$ cat config.mk
export PLATFORM = sky130hd
export DESIGN_NAME = fsframe_qualifier
export DESIGN_NICKNAME = d
export VERILOG_FILES = /design/src/rtl/fsq_pkg.sv /design/src/rtl/fsq_phase_sampler.sv /design/src/rtl/fsq_fall_detect.sv /design/src/rtl/fsq_boundary_ctr.sv /design/src/rtl/fsq_qualifier.sv /design/src/rtl/fsframe_qualifier.sv
export SDC_FILE = /design/constraint.sdc
export NUM_CORES = 1
export LEC_CHECK = 0
export ABC_CLOCK_PERIOD_IN_PS = 2870
export BUFFER_PORTS_ARGS = -buffer_cell sky130_fd_sc_hd__buf_2
export CORE_MARGIN = 1.5
export CORE_UTILIZATION = 35
export CTS_BUF_LIST = sky130_fd_sc_hd__clkbuf_4
export DETAILED_ROUTE_END_ITERATION = 10
export GPL_TIMING_DRIVEN = 0
export SKIP_LAST_GASP = 1
export SLEW_MARGIN = 5
export SYNTH_ARGS = -nofsm -noshare
export SYNTH_HDL_FRONTEND = slang
export SYNTH_SLANG_ARGS = --single-unit
export TNS_END_PERCENT = 20
$ cat constraint.sdc
create_clock -name clk -period 2.87 [get_ports clk]
set_clock_uncertainty 0.05 [all_clocks]
set_input_delay 0 -clock clk [delete_from_list [all_inputs] [get_ports clk]]
set_output_delay 0 -clock clk [all_outputs]
set_load 0.03 [all_outputs]
$ cat src/rtl/fsq_pkg.sv
package fsq_pkg;

  typedef enum logic [1:0] {
    PH_NOMINAL    = 2'b00,
    PH_EARLY_HALF = 2'b01,
    PH_LATE_HALF  = 2'b10,
    PH_LATE_FULL  = 2'b11
  } fsq_phase_e;

  // Half reference periods of history between the live input and the captured tap.
  function automatic int unsigned phase_halves(input logic [1:0] code);
    case (fsq_phase_e'(code))
      PH_NOMINAL:    return 2;
      PH_EARLY_HALF: return 3;
      PH_LATE_HALF:  return 1;
      default:       return 0;
    endcase
  endfunction

  // Length of the history line that covers the widest offset.
  function automatic int unsigned history_depth(input int unsigned half_clks);
    return 3 * half_clks;
  endfunction

  // Next value of a counter that wraps after period-1.
  function automatic int unsigned wrap_next(input int unsigned cur, input int unsigned period);
    return (cur == period - 1) ? 0 : cur + 1;
  endfunction

endpackage

$ cat src/rtl/fsq_phase_sampler.sv
module fsq_phase_sampler
  import fsq_pkg::*;
#(
  parameter int unsigned HALF_CLKS = 1
) (
  input  logic       clk,
  input  logic       rst_n,
  input  logic       smp_en,
  input  logic       sync_in,
  input  logic [1:0] phase_code,
  output logic       held_o
);
  localparam int unsigned DEPTH = history_depth(HALF_CLKS);
  localparam int unsigned TAPW  = $clog2(DEPTH + 1);

  logic [DEPTH-1:0] hist;
  logic [DEPTH:0]   taps;
  logic [TAPW-1:0]  tap_idx;

  always_ff @(posedge clk or negedge rst_n) begin
    if (!rst_n) hist <= '1;
    else        hist <= {hist[DEPTH-2:0], sync_in};
  end

  assign taps[0] = sync_in;
  for (genvar i = 1; i <= DEPTH; i++) begin : g_tap
    assign taps[i] = hist[i-1];
  end

  assign tap_idx = TAPW'(phase_halves(phase_code) * HALF_CLKS);

  always_ff @(posedge clk or negedge rst_n) begin
    if (!rst_n)      held_o <= 1'b1;
    else if (smp_en) held_o <= taps[tap_idx];
  end
endmodule

$ cat src/rtl/fsq_fall_detect.sv
module fsq_fall_detect (
  input  logic clk,
  input  logic rst_n,
  input  logic tick,
  input  logic held_i,
  output logic fall_o
);
  logic prev_q;

  always_ff @(posedge clk or negedge rst_n) begin
    if (!rst_n)    prev_q <= 1'b1;
    else if (tick) prev_q <= held_i;
  end

  assign fall_o = tick & prev_q & ~held_i;
endmodule

$ cat src/rtl/fsq_boundary_ctr.sv
module fsq_boundary_ctr
  import fsq_pkg::*;
#(
  parameter int unsigned PERIOD = 3240
) (
  input  logic clk,
  input  logic rst_n,
  input  logic en,
  input  logic tick,
  output logic boundary_o
);
  localparam int unsigned CW = (PERIOD > 1) ? $clog2(PERIOD) : 1;

  logic [CW-1:0] cnt_q;

  always_ff @(posedge clk or negedge rst_n) begin
    if (!rst_n)    cnt_q <= '0;
    else if (!en)  cnt_q <= '0;
    else if (tick) cnt_q <= CW'(wrap_next(32'(cnt_q), PERIOD));
  end

  assign boundary_o = en & tick & (cnt_q == CW'(PERIOD - 1));
endmodule

$ cat src/rtl/fsq_qualifier.sv
module fsq_qualifier #(
  parameter int unsigned QUAL_COUNT = 64,
  localparam int unsigned HW = $clog2(QUAL_COUNT + 1)
) (
  input  logic          clk,
  input  logic          rst_n,
  input  logic          en,
  input  logic          boundary_i,
  input  logic          fall_i,
  output logic          qualified_o,
  output logic          hit_o,
  output logic          miss_o,
  output logic [HW-1:0] hits_o
);
  assign hit_o  = boundary_i & fall_i;
  assign miss_o = boundary_i ^ fall_i;

  always_ff @(posedge clk or negedge rst_n) begin
    if (!rst_n) begin
      qualified_o <= 1'b0;
      hits_o      <= '0;
    end else if (!en || miss_o) begin
      qualified_o <= 1'b0;
      hits_o      <= '0;
    end else if (hit_o && !qualified_o) begin
      hits_o <= hits_o + 1'b1;
      if (hits_o == HW'(QUAL_COUNT - 1)) qualified_o <= 1'b1;
    end
  end
endmodule

$ cat src/rtl/fsframe_qualifier.sv
module fsframe_qualifier #(
  parameter int unsigned HALF_CLKS  = 1,
  parameter int unsigned PERIOD     = 3240,
  parameter int unsigned QUAL_COUNT = 64
) (
  input  logic       clk,
  input  logic       rst_n,
  input  logic       smp_en,
  input  logic       rsmp_en,
  input  logic       sync_in,
  input  logic [1:0] phase_code,
  input  logic       dpll_locked,
  input  logic       fs_enable,
  output logic       qualified,
  output logic       align_req
);
  localparam int unsigned HW = $clog2(QUAL_COUNT + 1);

  logic          held;
  logic          fall_evt;
  logic          boundary_evt;
  logic          hit_evt;
  logic          miss_evt;
  logic [HW-1:0] hit_cnt;

  fsq_phase_sampler #(.HALF_CLKS(HALF_CLKS)) u_smp (
    .clk(clk), .rst_n(rst_n), .smp_en(smp_en), .sync_in(sync_in),
    .phase_code(phase_code), .held_o(held)
  );

  fsq_fall_detect u_fall (
    .clk(clk), .rst_n(rst_n), .tick(rsmp_en), .held_i(held), .fall_o(fall_evt)
  );

  fsq_boundary_ctr #(.PERIOD(PERIOD)) u_bnd (
    .clk(clk), .rst_n(rst_n), .en(fs_enable), .tick(rsmp_en), .boundary_o(boundary_evt)
  );

  fsq_qualifier #(.QUAL_COUNT(QUAL_COUNT)) u_qual (
    .clk(clk), .rst_n(rst_n), .en(fs_enable), .boundary_i(boundary_evt),
    .fall_i(fall_evt), .qualified_o(qualified), .hit_o(hit_evt),
    .miss_o(miss_evt), .hits_o(hit_cnt)
  );

  assign align_req = qualified & dpll_locked & fs_enable;
endmodule

==> results.ini, run 1 <==
[yosys]
synth_cell_type_count=40
ys_seq_area_share_pct=47.0
synth.avg_cell_area_um2=10.1
yosysWarnings=0
synth_fp_nets=148
synth.ff_latch_count=25
synthesis.area_um2=1350
netlist_instances=133

[worst_setup_path]
reg2reg_slack_ps=530
crit_start=u_bnd.cnt_q[1]
critPathRequiredTime_ps=3060
r2r_cells=9
startpoint_type=register
timing.rr.start=u_bnd.cnt_q[1]
critPathKind=register to register
cp.arrival_ps=2530
crit_path_end_kind=register
rr_endpoint=u_qual.hits_o[3]
crit_fanout=6

[drt]
wl_um=2420
detail_route.wl_per_cell_um=12.1
ant_nets=0
drc_errors=0
vias=1033
routed_via_density=5.19
drtPass1Iterations=4
drtIter0Drc=34

[min_path]
hold_path_class=input port to asynchronous set/reset pin

[grt]
grt_pass1_wl_um=4180
antenna_found_initial=0
overflow=0
grt_pass1_vias=969
grt_max_degree=26
grt_usage_pct=12.6

[final_layout]
layout_commonest_cell=dfrtp_1
final_cells=199
multiInputGateArea_um2=678
fin_util_pct=41.5
num_antenna_cells=0
nets=167
drive_above_1_share_pct=18.5
final_cell_mix=dfrtp_1 (20), nor2_1 (16), nand2_1 (15)
final_area_um2=1530
area_growth_pct=13.8
fillers=383
seqCellArea_um2=632

[clock_tree]
htree_levels=1
path_clk_slew_ps=160
cts_tree=yes
clockRootBuffer=clkbuf_4
cts.sinks=25
worstSkewPairLatency_ps=340
clock_path_buffers=2
numCtsBuffers=3

[floorplanning]
ios=11
dieArea_um2=4220
start_util_pct=36.5
core.rowCount=22
die_h_um=65.0
core_area_um2=3690
die_w_um=65.0

[power_and_ir_drop]
p_per_area_nw_per_um2=401
leakagePower_nw=0.655
finalPower_uw=613
peakVddDrop_mv=0.183

[run]
maxCapViolCount=0

[placed_design]
post-place-ws_ps=560
dpl_cell_area_um2=1450
place_hpwl_um=1770
numPortBuffers=9
dp.cells=190
gp_congestion=0.801

[sta]
whs_ps=121
tightest_slew_ps=563
finalHoldViolCount=0
tns_ps=0
fin_crit_sh_pct=81.6
timing.fmax_ghz=0.427
rsz0062_at_grt=no
setup_viol=0
max_slew_margin_pct=62.4
fin_ws_ps=529
final_max_slew_viol_count=0
period_needed_ps=2340

[status]
status=complete, no violations

## state kept, by name (all words and copies together), names as in the netlist
signal,flops
u_qual.qualified_o,1
u_smp.held_o,1
u_qual.hits_o,7
u_smp.hist,3
u_bnd.cnt_q,12
u_fall.prev_q,1
## Yosys cell counts (all sizes together)
cell type,count,area [um2]
nand3b,1,7.51
inv,4,15.0
or2,1,6.26
mux4,1,22.5
dfstp,5,131
a41oi,1,8.76
o21a,1,7.51
buf,2,16.3
xnor2,3,26.3
nor2,16,60.1
nor4b,1,8.76
a22o,2,17.5
a31oi,4,40.0
o211ai,1,7.51
xor2,5,43.8
a21oi,4,20.0
nand4b,1,8.76
nand4,6,37.5
dfrtp,20,500
nand2,15,56.3
nor3,4,25.0
o21ai,3,15.0
nor2b,1,6.26
or3,1,6.26
mux2,3,33.8
and4bb,1,12.5
ha,6,75.1
and3,2,12.5
and4,2,17.5
clkbuf,1,3.75
nand3,6,30.0
nand2b,5,31.3
a21o,1,7.51
a22oi,1,7.51
nor4,2,18.8
## metal layers
metal  track usage, %  wire, um
met2             20.1      1080
met4             6.38        40
met3             1.56        81
met5                0         0
met1             16.8      1210
## logic make-up after synthesis
logic type | after synthesis | synth area share, %
compound gates | 18 | 9.77
xor+xnor | 8 | 5.21
fa+ha+maj | 6 | 5.58
buf+inv | 7 | 2.60
flops | 25 | 47.0
mux | 4 | 4.19
simple gates | 65 | 25.7
## power by group
| group | leakage [nW] | internal, mW | switching, mW |
|---|---|---|---|
| sequential | 0.331 | 0.369 | 0.00884 |
| clock | 0.0139 | 0.0535 | 0.123 |
| combinational | 0.311 | 0.0282 | 0.0300 |
## repair_timing
action / CTS / global route
hold buffers: 5 / 0
hold endpoints to repair: 34 / 0
buffers inserted: 0 / 0
resized for setup: 0 / 0
## critical path: stages (launching register included)
cell and delay, ps:
dfrtp_1 480, ha_1 280, and4_1 280, nand3_1 130
nor2_1 140, ha_1 200, nor2b_1 350, nand4_1 160
xor2_1 150, nor2_1 50
## worst max-delay path by stage
stage                                   to  slack, ps
after floorplan           u_qual.hits_o[3]        860
after global placement    u_qual.hits_o[3]        590
after detailed placement  u_qual.hits_o[4]        560
after CTS                 u_qual.hits_o[4]        540
after global routing      u_qual.hits_o[4]        340
final                     u_qual.hits_o[3]        530
## layout make-up
type | instances | share of cell area, %
Clock buffer | 3 | 1.47
Multi-Input combinational cell | 101 | 44.3
Buffer | 3 | 1.31
Inverter | 4 | 0.981
Sequential cell | 25 | 41.3
Clock inverter | 1 | 0.491
Timing Repair Buffer | 14 | 6.21
Tap cell | 48 | 3.92
No activity file was read; power rests on OpenSTA's default activity.
==> inputs of run 2 (changes only) <==
Settings changed: ABC_CLOCK_PERIOD_IN_PS 2870 to 2080.
Clock period 2.87 ns to 2.08 ns, I/O delays scaled along.
==> results.ini, run 2 (synthesis gave the netlist of run 1 again) <==
[worst_setup_path]
cp_slowest_cell=dfrtp_1
crit_path_max_incr_delay_ps=470  ; about the same
critPathKind=register to register
reg2reg_slack_ps=120  ; -400 ps
crit_buf_inv=0  ; unchanged
crit_top_cell=nor2_1
cp_cell_sequence=and4bb_2 -> nand3_1 -> nor2_1 -> ha_2 -> nand2b_1 -> nor3_1 -> xnor2_1 -> nor2_1
cp.arrival_ps=2140  ; -390 ps
critPathRequiredTime_ps=2260  ; -800 ps
critPathTopFamily=simple AND/OR/NAND/NOR gates
crit_fanout=6  ; unchanged
crit_path_end_kind=register
startpoint_type=register

[final_layout]
drive_above_1_share_pct=23.4  ; +4.8 points
final_cell_mix=dfrtp_1 (19), nor2_1 (16), nand2_1 (15)
area_growth_pct=17.4
fillers=378  ; -1.3%
layout_commonest_cell=dfrtp_1
seqCellArea_um2=633  ; +0.20%
num_antenna_cells=0  ; unchanged
nets=170  ; +1.8%
multiInputGateArea_um2=703  ; +3.7%
regMostFlops=u_bnd.cnt_q
largest_reg_flops=12  ; unchanged
fin_util_pct=42.8  ; +1.3 points
final_cells=202  ; +1.5%
top_regs=u_bnd.cnt_q (12), u_qual.hits_o (7), u_smp.hist (3)

[grt]
grt_usage_pct=12.7  ; +0.074 points
overflow=0  ; unchanged
grt_pass1_wl_um=4200  ; +0.50%
antenna_found_initial=0  ; unchanged
grt_max_degree=26  ; unchanged
grt_pass1_vias=970  ; +0.10%

[drt]
wl_um=2440  ; +0.99%
routed_via_density=5.22  ; +0.52%
ant_nets=0  ; unchanged
detail_route.wl_per_cell_um=12.1  ; -0.51%
drc_errors=0  ; unchanged
vias=1054  ; +2.0%
drtIter0Drc=39  ; +15%
drtPass1Iterations=4  ; unchanged

[placed_design]
dp.cells=190  ; unchanged
numPortBuffers=9  ; unchanged
place_hpwl_um=1770  ; unchanged
gp_congestion=0.801  ; unchanged

[sta]
tightest_slew_ps=545  ; -18.8 ps
rsz0062_at_grt=no
period_needed_ps=1960  ; -386 ps
setup_viol=0  ; unchanged
fin_crit_sh_pct=94.0  ; +12 points
max_slew_margin_pct=63.7  ; +1.3 points
finalHoldViolCount=0  ; unchanged
timing.fmax_ghz=0.511  ; +20%
whs_ps=115  ; -5.26 ps
final_max_slew_viol_count=0  ; unchanged

[floorplanning]
dieArea_um2=4220  ; unchanged
core_area_um2=3690  ; unchanged
core.rowCount=22  ; unchanged
die_h_um=65.0  ; unchanged
die_w_um=65.0  ; unchanged
start_util_pct=36.5  ; unchanged
ios=11  ; unchanged

[clock_tree]
htree_levels=1  ; unchanged
cts.sinks=25  ; unchanged
path_clk_slew_ps=150  ; about the same
clock_path_buffers=2  ; unchanged
worstSkewPairLatency_ps=330  ; about the same
cts_tree=yes
clockRootBuffer=clkbuf_4
numCtsBuffers=3  ; unchanged

[status]
status=complete, no violations

[power_and_ir_drop]
leakagePower_nw=0.666  ; +1.6%
finalPower_uw=848  ; +38%
p_per_area_nw_per_um2=537  ; +34%
peakVddDrop_mv=0.250  ; +37%

[min_path]
hold_path_class=input port to asynchronous set/reset pin

[run]
maxCapViolCount=0  ; unchanged

run 2: area by class of cell:
class                   count  area share, %
clock inverters             1          0.475
well taps                  48           3.80
inverters                   4          0.951
repair buffers             17           7.45
flip-flops and latches     25           40.1
multi-input cells         101           44.5
clock buffers               3           1.43
plain buffers               3           1.27
run 2: power breakdown:
| group | switching (mW) | total [mW] | leakage [nW] | internal, mW |
|---|---|---|---|---|
| Clock | 0.165 | 0.239 | 0.0139 | 0.0737 |
| Combinational | 0.0455 | 0.0898 | 0.323 | 0.0443 |
| Sequential | 0.0105 | 0.520 | 0.329 | 0.510 |
| Total | 0.221 | 0.848 | 0.666 | 0.628 |
run 2: worst reg2reg max path, stage by stage, from the launching register on:
cell	delay [ps]
dfrtp_1	470
and4bb_2	360
nand3_1	120
nor2_1	140
ha_2	200
nand2b_1	90
nor3_1	220
xnor2_1	150
nor2_1	60
run 2: stage by stage:
stage	setup slack, ps	setup TNS, ps	area (um2)
3_5_place_dp	-230	-826	1450
2_1_floorplan	68.7	0	1350
4_1_cts	26.7	0	1550
5_1_grt	15.4	0	1580
6_report	125	0	1580
3_3_place_gp	-204	-666	1450
run 2: routing by layer:
layer | wire length [um] | track usage, %
met1 | 1200 | 17.1
met2 | 1110 | 20.1
met3 | 94 | 1.56
met4 | 42 | 6.38
met5 | 0 | 0
run 2: final timing paths:
kind / endpoint / startpoint / depth (start not counted)
setup / recovery: u_qual.hits_o[5] / u_bnd.cnt_q[3] / 8
hold / removal: u_bnd.cnt_q[5] / rst_n / 2
setup reg to reg: u_qual.hits_o[5] / u_bnd.cnt_q[3] / 8
hold reg to reg: u_smp.hist[1] / u_smp.hist[0] / 0
max in group asynchronous: u_bnd.cnt_q[0] / rst_n / 2
min in group clk: u_smp.held_o / phase_code[1] / 5
run 2: repair_timing:
item | in CTS | in global routing
hold buffers | 5 | 0
pin swaps | 0 | 0
endpoints found under the hold margin | 34 | 0
gates resized for setup | 5 | 2
endpoints found under the setup margin | 7 | 5
setup buffers | 1 | 2
